[src/rtl/tpb_pkg.sv]
package tpb_pkg;
    localparam int COMP_W = 8;

    typedef enum logic {
        WR_IDLE = 1'b0,
        WR_FILL = 1'b1
    } wr_state_e;

    typedef enum logic {
        RD_IDLE  = 1'b0,
        RD_DRAIN = 1'b1
    } rd_state_e;
endpackage

[src/rtl/tpb_wr_ctrl.sv]
module tpb_wr_ctrl #(
    parameter int P = 4
) (
    input  logic                 clk,
    input  logic                 rst_n,
    input  logic                 in_valid,
    input  logic                 in_sof,
    output logic                 we,
    output logic                 wr_bank,
    output logic [$clog2(P)-1:0] wr_row,
    output logic                 frame_done
);
    import tpb_pkg::*;
    localparam int RW = $clog2(P);

    wr_state_e     state_q;
    logic [RW-1:0] row_q;
    logic          bank_q;
    logic          accept;
    logic [RW-1:0] row_use;

    always_ff @(posedge clk) begin
        if (!rst_n) begin
            state_q <= WR_IDLE;
            row_q   <= '0;
            bank_q  <= 1'b0;
        end else if (frame_done) begin
            state_q <= WR_IDLE;
            row_q   <= '0;
            bank_q  <= ~bank_q;
        end else if (accept) begin
            state_q <= WR_FILL;
            row_q   <= RW'(row_use + 1'b1);
        end
    end

    always_comb begin
        unique case (state_q)
            WR_IDLE: accept = in_valid && in_sof;
            WR_FILL: accept = in_valid;
            default: accept = 1'b0;
        endcase
        row_use    = in_sof ? '0 : row_q;
        we         = accept;
        wr_row     = row_use;
        wr_bank    = bank_q;
        frame_done = accept && (row_use == RW'(P - 1));
    end

    // each completed frame moves the writer to the other bank
    p_bank_toggle_r6: assert property (@(posedge clk) disable iff (!rst_n)
        frame_done |=> (bank_q != $past(bank_q)));
endmodule

[src/rtl/tpb_rd_ctrl.sv]
module tpb_rd_ctrl #(
    parameter int P = 4
) (
    input  logic                 clk,
    input  logic                 rst_n,
    input  logic                 frame_done,
    input  logic                 done_bank,
    output logic                 rd_en,
    output logic                 rd_bank,
    output logic [$clog2(P)-1:0] rd_col
);
    import tpb_pkg::*;
    localparam int RW = $clog2(P);

    rd_state_e     state_q;
    logic [RW-1:0] col_q;
    logic          bank_q;

    always_ff @(posedge clk) begin
        if (!rst_n) begin
            state_q <= RD_IDLE;
            col_q   <= '0;
            bank_q  <= 1'b0;
        end else if (frame_done) begin
            state_q <= RD_DRAIN;
            col_q   <= '0;
            bank_q  <= done_bank;
        end else begin
            unique case (state_q)
                RD_IDLE: col_q <= '0;
                RD_DRAIN: begin
                    if (col_q == RW'(P - 1)) begin
                        state_q <= RD_IDLE;
                        col_q   <= '0;
                    end else begin
                        col_q <= RW'(col_q + 1'b1);
                    end
                end
                default: state_q <= RD_IDLE;
            endcase
        end
    end

    always_comb begin
        rd_en   = (state_q == RD_DRAIN);
        rd_bank = bank_q;
        rd_col  = col_q;
    end
endmodule

[src/rtl/tpb_bank_mem.sv]
module tpb_bank_mem #(
    parameter int P  = 4,
    parameter int SW = 16
) (
    input  logic                 clk,
    input  logic                 we,
    input  logic                 wr_bank,
    input  logic [$clog2(P)-1:0] wr_row,
    input  logic [P*SW-1:0]      wr_data,
    input  logic                 rd_bank,
    input  logic [$clog2(P)-1:0] rd_col,
    output logic [P*SW-1:0]      rd_data
);
    logic [SW-1:0] mem_q [2][P][P];

    for (genvar j = 0; j < P; j++) begin : g_col
        always_ff @(posedge clk) begin
            if (we) mem_q[wr_bank][wr_row][j] <= wr_data[j*SW +: SW];
        end
        // output lane j takes row j of the selected column
        assign rd_data[j*SW +: SW] = mem_q[rd_bank][j][rd_col];
    end
endmodule

[src/rtl/stride_transpose_buf.sv]
module stride_transpose_buf #(
    parameter int P  = 4,
    parameter int CW = tpb_pkg::COMP_W
) (
    input  logic                   clk,
    input  logic                   rst_n,
    input  logic                   in_valid,
    input  logic                   in_sof,
    input  logic [P*2*CW-1:0]      in_data,
    output logic                   out_valid,
    output logic [$clog2(P)-1:0]   out_group,
    output logic [P*2*CW-1:0]      out_data
);
    localparam int SW = 2 * CW;
    localparam int RW = $clog2(P);

    logic          we, wr_bank, frame_done;
    logic [RW-1:0] wr_row;
    logic          rd_en, rd_bank;
    logic [RW-1:0] rd_col;
    logic [P*SW-1:0] rd_data;

    tpb_wr_ctrl #(.P(P)) wr_i (
        .clk(clk), .rst_n(rst_n), .in_valid(in_valid), .in_sof(in_sof),
        .we(we), .wr_bank(wr_bank), .wr_row(wr_row), .frame_done(frame_done)
    );

    tpb_rd_ctrl #(.P(P)) rd_i (
        .clk(clk), .rst_n(rst_n), .frame_done(frame_done), .done_bank(wr_bank),
        .rd_en(rd_en), .rd_bank(rd_bank), .rd_col(rd_col)
    );

    tpb_bank_mem #(.P(P), .SW(SW)) mem_i (
        .clk(clk), .we(we), .wr_bank(wr_bank), .wr_row(wr_row), .wr_data(in_data),
        .rd_bank(rd_bank), .rd_col(rd_col), .rd_data(rd_data)
    );

    always_ff @(posedge clk) begin
        if (!rst_n) begin
            out_valid <= 1'b0;
            out_group <= '0;
        end else begin
            out_valid <= rd_en;
            out_group <= rd_col;
        end
    end

    always_ff @(posedge clk) begin
        out_data <= rd_data;
    end

    // groups of a frame follow each other without gaps, index rising by one
    p_group_seq_r4: assert property (@(posedge clk) disable iff (!rst_n)
        (out_valid && out_group != RW'(P - 1)) |=>
            (out_valid && out_group == RW'($past(out_group) + 1'b1)));

    // group 0 leaves two edges after the cycle presenting the last word
    p_latency_r5: assert property (@(posedge clk) disable iff (!rst_n)
        frame_done |-> ##2 (out_valid && out_group == '0));

    // the writer never targets the bank being drained
    p_bank_clash_r6: assert property (@(posedge clk) disable iff (!rst_n)
        (rd_en && we) |-> (rd_bank != wr_bank));

    // no output without a completed frame before it
    p_first_out_r1: assert property (@(posedge clk) disable iff (!rst_n)
        $rose(out_valid) |-> ($past(rd_en) && out_group == '0));
endmodule

[config.mk]
export PLATFORM = sky130hd
export DESIGN_NAME = stride_transpose_buf
export DESIGN_NICKNAME = d
export VERILOG_FILES = /design/src/rtl/tpb_pkg.sv /design/src/rtl/tpb_wr_ctrl.sv /design/src/rtl/tpb_rd_ctrl.sv /design/src/rtl/tpb_bank_mem.sv /design/src/rtl/stride_transpose_buf.sv
export SDC_FILE = /design/constraint.sdc
export NUM_CORES = 1
export LEC_CHECK = 0
export ABC_CLOCK_PERIOD_IN_PS = 8220
export BUFFER_PORTS_ARGS = -buffer_cell sky130_fd_sc_hd__buf_4
export CAP_MARGIN = 20
export CORE_ASPECT_RATIO = 0.6
export CORE_UTILIZATION = 61
export CTS_CLUSTER_DIAMETER = 150
export DETAILED_ROUTE_END_ITERATION = 10
export MAX_ROUTING_LAYER = met4
export PLACE_DENSITY = 0.91
export SLEW_MARGIN = 20
export SYNTH_ARGS = -nofsm -noshare
export SYNTH_HDL_FRONTEND = slang
export SYNTH_SLANG_ARGS = --single-unit
[constraint.sdc]
create_clock -name clk -period 8.22 [get_ports clk]
set_clock_uncertainty 0.2 [all_clocks]
set_input_delay 0.822 -clock clk [delete_from_list [all_inputs] [get_ports clk]]
set_output_delay 0.822 -clock clk [all_outputs]
set_load 0.05 [all_outputs]
==> results.md, run 1 <==
Run status:
- The flow ran to the end, and the final reports show no timing, DRC or antenna violations.

Route:
- The number of optimization iterations in the first detailed-route pass is 5.
- The total routed wirelength is 46300 um.
- The DRC violations left is 0.
- Dividing the detail-routed via count by the number of cells gives 6.23.
- After detailed routing, the average wire length per cell comes to 26.1 um.
- The detailed router placed 11000 vias in this run.
- The iteration-0 DRC count of the detailed router is 1069.
- The number of nets still failing antenna checks after routing is 0.

Synthesis:
- When the netlist entered floorplanning its net count stood at 1156.
- After synthesis the netlist holds a flip-flop and latch count of 588.
- Counting flops with an async set or reset pin after synthesis yields a share of 0%.
- The number of distinct standard cells referenced by the synthesized netlist is 28.
- The count of flip-flops with a built-in enable after synthesis is 512.
- sky130_fd_sc_hd__edfxtp_1 takes more of the synthesized area than any other cell.
- Counting every instance in the synthesized netlist gives 1087.
- Of the synthesized area, sequential elements account for 72.5%.
- By count the netlist is led by sky130_fd_sc_hd__edfxtp_1 (512), sky130_fd_sc_hd__mux2_2 (252), sky130_fd_sc_hd__mux4_2 (128).
- In the post-synthesis netlist, the cell with the most instances is sky130_fd_sc_hd__edfxtp_1.
- The synthesized area per cell is 21.5 sq um.
- The number of warnings reported in the yosys synthesis log is 0.
- After synthesis, the cell types taking the most area are sky130_fd_sc_hd__edfxtp_1 (66%), sky130_fd_sc_hd__mux4_2 (12%), sky130_fd_sc_hd__mux2_2 (12%).
- The most common flop cell mapped by yosys is sky130_fd_sc_hd__edfxtp_1.
- After synthesis, the largest area contributor takes up 65.9% of total cell area.
- The mapped cell area is 23300 sq um.

STA:
- The worst path needs 3690 ps of the cycle, external delays included.
- Of the available clock period, the critical path in the final layout requires 44.9%.
- Derived from the worst setup path, the maximum achievable clock frequency is 271 MHz.
- Setup repair after global routing left no endpoint under its margin.
- The number of failing setup endpoints in the final timing report is 0.
- The number of hold violations in the final report is 0.
- Adding up every negative setup slack in the final design gives 0 ps.
- Measured against its own limit, the worst slew margin works out to 25.7%.
- The slew of the pin with the lowest slew margin is 1110 ps.
- The number of pins with negative max-slew slack in the final report is 0.

Pwr:
- The worst-case IR drop observed on VDD is 0.162 mV.
- The leakage power total is 8.53 nW.
- Power spread over the standard cell area amounts to 224 nW/um^2.

Floorplanning:
- For this configuration, the core starts out at a cell density of 61.9%.
- The number of standard-cell rows in the floorplan is 55.
- From left edge to right edge, the die measures 254 um.
- The die is 153 um tall.
- The die covers 39000 sq um.
- The total core area is 37600 sq um.
- The I/O pin total is 135.

CTS:
- The total clock buffers created by CTS is 50.
- The number of sinks driven by the clock tree is 588.
- The number of hold buffers added after CTS was 0.
- Gates resized during post-CTS repair numbered 0.
- The clock tree from TritonCTS is yes.
- Buffers added to address setup during post-CTS repair amount to 0.
- No sink is reached through more buffers than the 3 on the longest clock path.
- The H-tree generated during clock tree synthesis spans 2 levels.
- The clock tree root buffer cell is sky130_fd_sc_hd__clkbuf_16.
- Clock latency on the worst-skew pair, taken at its later pin, is 570 ps.
- The clock input transition at the sequential cells of the worst setup and hold paths is 60 ps.

Flow run:
- The number of maximum-capacitance constraint violations is 0.

Min path:
- The startpoint of the lowest-slack hold path is rd_i.rd_en$_SDFF_PN0_.
- The path class of the tightest hold or removal check is reg -> reg.
- The depth of the worst hold-timing path is 1.

Worst setup path:
- The maximum fanout count along the critical path is 50.
- Data arrives at the worst endpoint at 3690 ps.
- STA classifies the critical path startpoint as a register.
- The worst setup path startpoint is wr_i.row_q[1]$_SDFFE_PP0N_.
- The worst setup path is captured at a register.
- The worst register-to-register path has a depth of 5.
- The required time of the critical path is 8220 ps.
- The launch instance of the worst register-to-register path is wr_i.row_q[1]$_SDFFE_PP0N_.
- The category of the most critical setup path is reg -> reg.

Global route:
- Entering global routing, the biggest net connects 74 pins.
- The via count of the first global-routing pass was 11500.
- The overall global routing resource usage is 25.0%.
- Global routing finished with a remaining overflow of 0.
- The initial antenna violation count was 1.
- The first global-routing pass estimated 70100 um of wire.

Cells and area:
- The count of non-filler cells in the finished layout is 1772.
- The share of final-layout standard cells stronger than drive strength 1 is 49.7%.
- The filler cell count in the final layout is 2118.
- The signed area change from the synthesized netlist to the final layout is 13.6%.
- The register cell area after layout is 16900 sq um.
- After the last flow step, the layout net total stands at 1285.
- The multi-input combinational cells in the finished layout cover a total of 6080 sq um.

Placement:
- The total placed cells including tap cells is 1676.
- In this run the tool buffered the top-level ports with 134 buffer cells.
- Summed over all nets, the half-perimeter wirelength after detailed placement is 26400 um.
- At the end of routability-driven placement, the weighted congestion stood at 0.799.
power breakdown:
group / total [W] / internal [W] / switching [W]
Combinational: 0.000207 / 0.0000864 / 0.000120
Clock: 0.00243 / 0.00138 / 0.00105
Sequential: 0.00328 / 0.00327 / 0.0000102
Total: 0.00592 / 0.00474 / 0.00118
metrics by stage:
stage | utilization, % | instance area, sq um | total power (W) | hold slack, ps | worst slack [ps]
6_report | 70.3 | 26500 | 0.00592 | 265 | 4530
4_1_cts | 70.3 | 26400 | 0.00595 | 267 | 4540
2_1_floorplan | - | 23300 | 0.00346 | 227 | 2070
5_1_grt | 70.3 | 26500 | 0.00607 | 284 | 4390
3_3_place_gp | 65.8 | 24800 | 0.00354 | 241 | 4360
3_5_place_dp | 65.8 | 24800 | 0.00355 | 253 | 4180
layer usage:
metal	share of wire [%]	GRT usage (%)
met4	2.2	6.45
met3	7.3	4.31
met2	50	39.3
met5	0	-
met1	40	34.5
final cells by class:
type	count	area share (%)
diodes	1	0.00945
flip-flops and latches	588	63.9
clock inverters	22	0.803
clock buffers	72	5.58
multi-input cells	424	23.0
repair buffers	151	4.36
inverters	1	0.0142
well taps	513	2.42
placed cells by master, fill, tap and decap left out, types with 3 or more instances in the layout:
cell type | netlist | final
sky130_fd_sc_hd__clkbuf_1 | 30 | 11
sky130_fd_sc_hd__mux2_1 | 4 | 4
sky130_fd_sc_hd__edfxtp_1 | 512 | 512
sky130_fd_sc_hd__mux4_2 | 128 | 128
sky130_fd_sc_hd__dfxtp_4 | 0 | 3
sky130_fd_sc_hd__dfxtp_1 | 76 | 73
sky130_fd_sc_hd__and2_1 | 7 | 3
sky130_fd_sc_hd__mux2_2 | 252 | 252
sky130_fd_sc_hd__clkinv_2 | 0 | 12
sky130_fd_sc_hd__clkbuf_8 | 0 | 8
sky130_fd_sc_hd__bufinv_16 | 0 | 4
sky130_fd_sc_hd__mux2i_1 | 3 | 3
sky130_fd_sc_hd__buf_4 | 0 | 150
sky130_fd_sc_hd__clkinv_1 | 0 | 4
sky130_fd_sc_hd__clkbuf_16 | 0 | 53
sky130_fd_sc_hd__nand2_1 | 5 | 5
sky130_fd_sc_hd__and2_2 | 0 | 4
path summary, 6_finish.rpt:
kind	end	slack [ps]
worst max-delay path	mem_i.mem_q[0][115]$_DFFE_PP_	4530
worst min register to register	out_valid$_SDFF_PN0_	260
worst min-delay path	out_valid$_SDFF_PN0_	260
worst max register to register	mem_i.mem_q[0][115]$_DFFE_PP_	4530
cell families (layout without fill, tap and decap cells):
kind of cell | after synthesis | after routing | share of synthesized area [%]
buffers and inverters | 75 | 246 | 1.70
other | 0 | 1 | 0
flip-flops | 588 | 588 | 72.5
AO/OA/AOI/OAI | 9 | 9 | 0.247
multiplexers | 387 | 387 | 24.9
adder cells (fa/ha/maj) | 1 | 1 | 0.0536
AND/OR/NAND/NOR | 27 | 27 | 0.692
sequential cells by signal (all words and copies together), names as in the netlist, named ones only:
name / cells
mem_i.mem_q: 512
out_data: 64
rd_i.rd_col: 2
rd_i.rd_en: 1
rd_i.rd_bank: 1
wr_i.wr_bank: 1
wr_i.row_q: 2
out_group: 2
wr_i.state_q: 1
out_valid: 1
critical path, cell delays in order, from the launching register on:
cell	delay, ps
sky130_fd_sc_hd__dfxtp_1	450
sky130_fd_sc_hd__nand2_1	230
sky130_fd_sc_hd__nor4b_4	340
sky130_fd_sc_hd__buf_4	640
sky130_fd_sc_hd__nor2b_4	860
sky130_fd_sc_hd__buf_4	570
No activity file was read; power rests on OpenSTA's default activity.
==> run 2, diff against run 1 <==
ABC_CLOCK_PERIOD_IN_PS = 3700   (was 8220)
clock period = 3.7 ns   (was 8.22 ns; I/O delays follow)
==> run 2 against run 1 <==
  * Routed wire length is 2.7% higher
  * Sequential power is 120% higher
  * Flip-flop and latch count stayed put
  * Largest cell class unchanged
  * Register-to-register slack worse by 3600 ps
  * Fmax is 32% higher
  * Clock power is 130% higher
  * Largest power group unchanged
==> results.md, run 2 (same netlist as run 1, synthesis figures left out) <==
Min path:
- The class of the tightest hold or removal check is reg -> reg (unchanged).

Cells and area:
- The share of final-layout standard cells stronger than drive strength 1 is 47.2% (was 49.7%).
- The post-layout instance area is 27400 sq um (was 26500 sq um).
- Largest regs: mem_i.mem_q (512), out_data (64) (unchanged).
- The count of antenna diodes in the layout is 0 (was 1).
- The flip-flop count of the largest register after layout came to 512 (unchanged).
- The most common cell after layout, fill and taps aside is sky130_fd_sc_hd__edfxtp_1 (unchanged).
- The final-stage net count is 1361 (was 1285).
- The largest register by flop count is mem_i.mem_q (unchanged).
- The signed area change from the synthesized netlist to the final layout is 17.3% (was 13.6%).
- The count of non-filler cells in the finished layout is 1846 (was 1772).
- Most frequent cells in the layout: sky130_fd_sc_hd__edfxtp_1 (512), sky130_fd_sc_hd__mux2_2 (252), sky130_fd_sc_hd__buf_4 (152) (was sky130_fd_sc_hd__edfxtp_1 (512), sky130_fd_sc_hd__mux2_2 (252), sky130_fd_sc_hd__buf_4 (150)).

Floorplanning:
- The number of standard-cell rows in the floorplan is 55 (unchanged).
- The floorplan die area is 39000 sq um (unchanged).
- The initial core utilization is 61.9% (unchanged).
- The chip width is 254 um (unchanged).
- The total core area came to 37600 sq um (unchanged).
- The vertical die dimension is 153 um (unchanged).
- The I/O pin total is 135 (unchanged).

Global route:
- The total congestion overflow after global routing is 0 (unchanged).
- The via count of the first global-routing pass is 12200 (was 11500).
- The initial antenna violation count came to 1 (unchanged).
- The overall global routing resource usage is 25.9% (was 25.0%).
- The maximum number of pins on one net before global-route repair came to 76 (was 74).
- The first-pass GRT wire length was 72500 um (was 70100 um).

STA:
- The final critical delay including setup and external delays is 2790 ps (was 3690 ps).
- The final-layout setup total negative slack is 0 ps (unchanged).
- Unrepaired setup endpoints after global routing: no (unchanged).
- The worst hold slack came to 280 ps (was 265 ps).
- The number of failing setup endpoints in the final timing report came to 0 (unchanged).
- The slew of the pin with the lowest slew margin is 836 ps (was 1110 ps).
- The final critical-path setup slack is 909 ps (was 4530 ps).
- The relative slew slack is 44.3% (was 25.7%).
- The number of pins with negative max-slew slack in the final report is 0 (unchanged).
- The number of hold violations in the final report is 0 (unchanged).
- The maximum achievable frequency came to 358 MHz (was 271 MHz).
- The share of the clock period used by the worst path after layout is 75.4% (was 44.9%).

Run status:
- Status: completed (unchanged).

Route:
- The number of optimization iterations in the first detailed-route pass is 5 (unchanged).
- The total routed wirelength is 47600 um (was 46300 um).
- The iteration-0 DRC count of the detailed router is 1122 (was 1069).
- The average routed wire per standard cell is 25.8 um (was 26.1 um).
- The detail-routed via count per cell is 6.16 (was 6.23).
- The total number of vias is 11400 (was 11000).
- The DRC violations left came to 0 (unchanged).
- The number of nets still failing antenna checks after routing is 0 (unchanged).

Pwr:
- The peak supply drop is 0.390 mV (was 0.162 mV).
- The leakage power total came to 8.88 nW (was 8.53 nW).
- The power density relative to cell area came to 490 nW/um^2 (was 224 nW/um^2).

Placement:
- The placed wire-length estimate came to 26600 um (was 26400 um).
- The pre-CTS worst setup slack came to 1010 ps (was 4180 ps).
- The post-place instance area is 24900 sq um (was 24800 sq um).
- The total placed cells including tap cells was 1684 (was 1676).
- The count of input and output buffers was 134 (unchanged).
- The global placement routability congestion came to 0.761 (was 0.799).

CTS:
- The total clock buffers created by CTS came to 49 (was 50).
- The number of gates given a new drive strength after cts was 0 (unchanged).
- The number of sinks driven by the clock tree is 588 (unchanged).
- The clock tree root buffer cell is sky130_fd_sc_hd__clkbuf_16 (unchanged).
- The deepest level of the CTS H-tree is 2 (unchanged).
- The maximum buffer depth of the clock tree is 3 (unchanged).
- The setup fix buffers added after clock tree synthesis is 0 (unchanged).
- The clock input transition at the sequential cells of the worst setup and hold paths is 70 ps (was 60 ps).
- The clock tree from TritonCTS is yes (unchanged).
- The clock insertion delay at the later pin of the skew report came to 580 ps (was 570 ps).

Worst setup path:
- The capturing element type of the critical path is a register (unchanged).
- Worst path cell trace: nand2_1 > nor4b_4 > buf_4 > mux2_2 (was nand2_1 > nor4b_4 > buf_4 > nor2b_4 > buf_4).
- The required time of the critical path is 3820 ps (was 8220 ps).
- The delay of the slowest cell on the worst path is 680 ps (was 860 ps).
- The cell with the largest stage delay on the worst path is sky130_fd_sc_hd__buf_4 (was sky130_fd_sc_hd__nor2b_4).
- The maximum fanout count along the critical path is 48 (was 50).
- The arrival time of data at the critical path endpoint is 2910 ps (was 3690 ps).
- The category of the most critical setup path is reg -> reg (unchanged).
- The type of element launching the critical path is a register (unchanged).

Flow run:
- The number of maximum-capacitance constraint violations came to 0 (unchanged).
-- run 2: cell types whose count changed in the layout (fill, tap and decap cells not counted), sizes merged --
cell         change
dlygate4sd3     +69
clkinvlp         +1
clkbuf           -4
clkinv           -4
diode            -1
buf              +8
bufinv           +5
-- run 2: report_power, final --
group,switching [W],internal [W],leakage [nW]
logic,0.000280,0.000241,2.76
registers,0.0000217,0.00727,5.27
clock network,0.00233,0.00326,0.850
total,0.00263,0.0108,8.88
-- run 2: worst max-delay path: cells and delay by family (launching register included) --
kind,cells,cell delay [ps]
AND/OR/NAND/NOR,2,700
buffers and inverters,1,680
flip-flops,1,490
multiplexers,1,440
-- run 2: area by class of cell --
type	instances	area [sq um]
clock inverter	24	345
multi-input combinational	424	6090
sequential	588	16900
fill	2036	10300
clock buffer	68	1390
inverter	1	3.75
timing repair buffer	228	1980
tap	513	642
-- run 2: repair_timing --
item	in CTS	in global routing
hold buffers	69	0
endpoints found under the setup margin	0	0
hold endpoints to repair	518	0
-- run 2: per-layer routing --
layer,routed length (um),GRT usage (%)
met1,19200,35.0
met2,24100,41.8
met5,0,-
met4,995,6.54
met3,3290,4.00
-- run 2: final timing paths --
path | startpoint | endpoint | slack (ps) | depth (start not counted)
max | wr_i.row_q[1]$_SDFFE_PP0N_ | mem_i.mem_q[1][102]$_DFFE_PP_ | 910 | 4
min reg2reg | rd_i.rd_bank$_SDFFE_PN0N_ | register | 280 | 2
max reg2reg | wr_i.row_q[1]$_SDFFE_PP0N_ | mem_i.mem_q[1][102]$_DFFE_PP_ | 910 | 4
min | rd_i.rd_bank$_SDFFE_PN0N_ | register | 280 | 2
-- run 2: per-stage QoR --
step           utilization, %  power, W
6_report                 72.7    0.0134
5_1_grt                  72.7    0.0137
4_1_cts                  72.6    0.0135
3_5_place_dp             66.2   0.00789
3_3_place_gp             66.2   0.00786
2_1_floorplan               -   0.00768
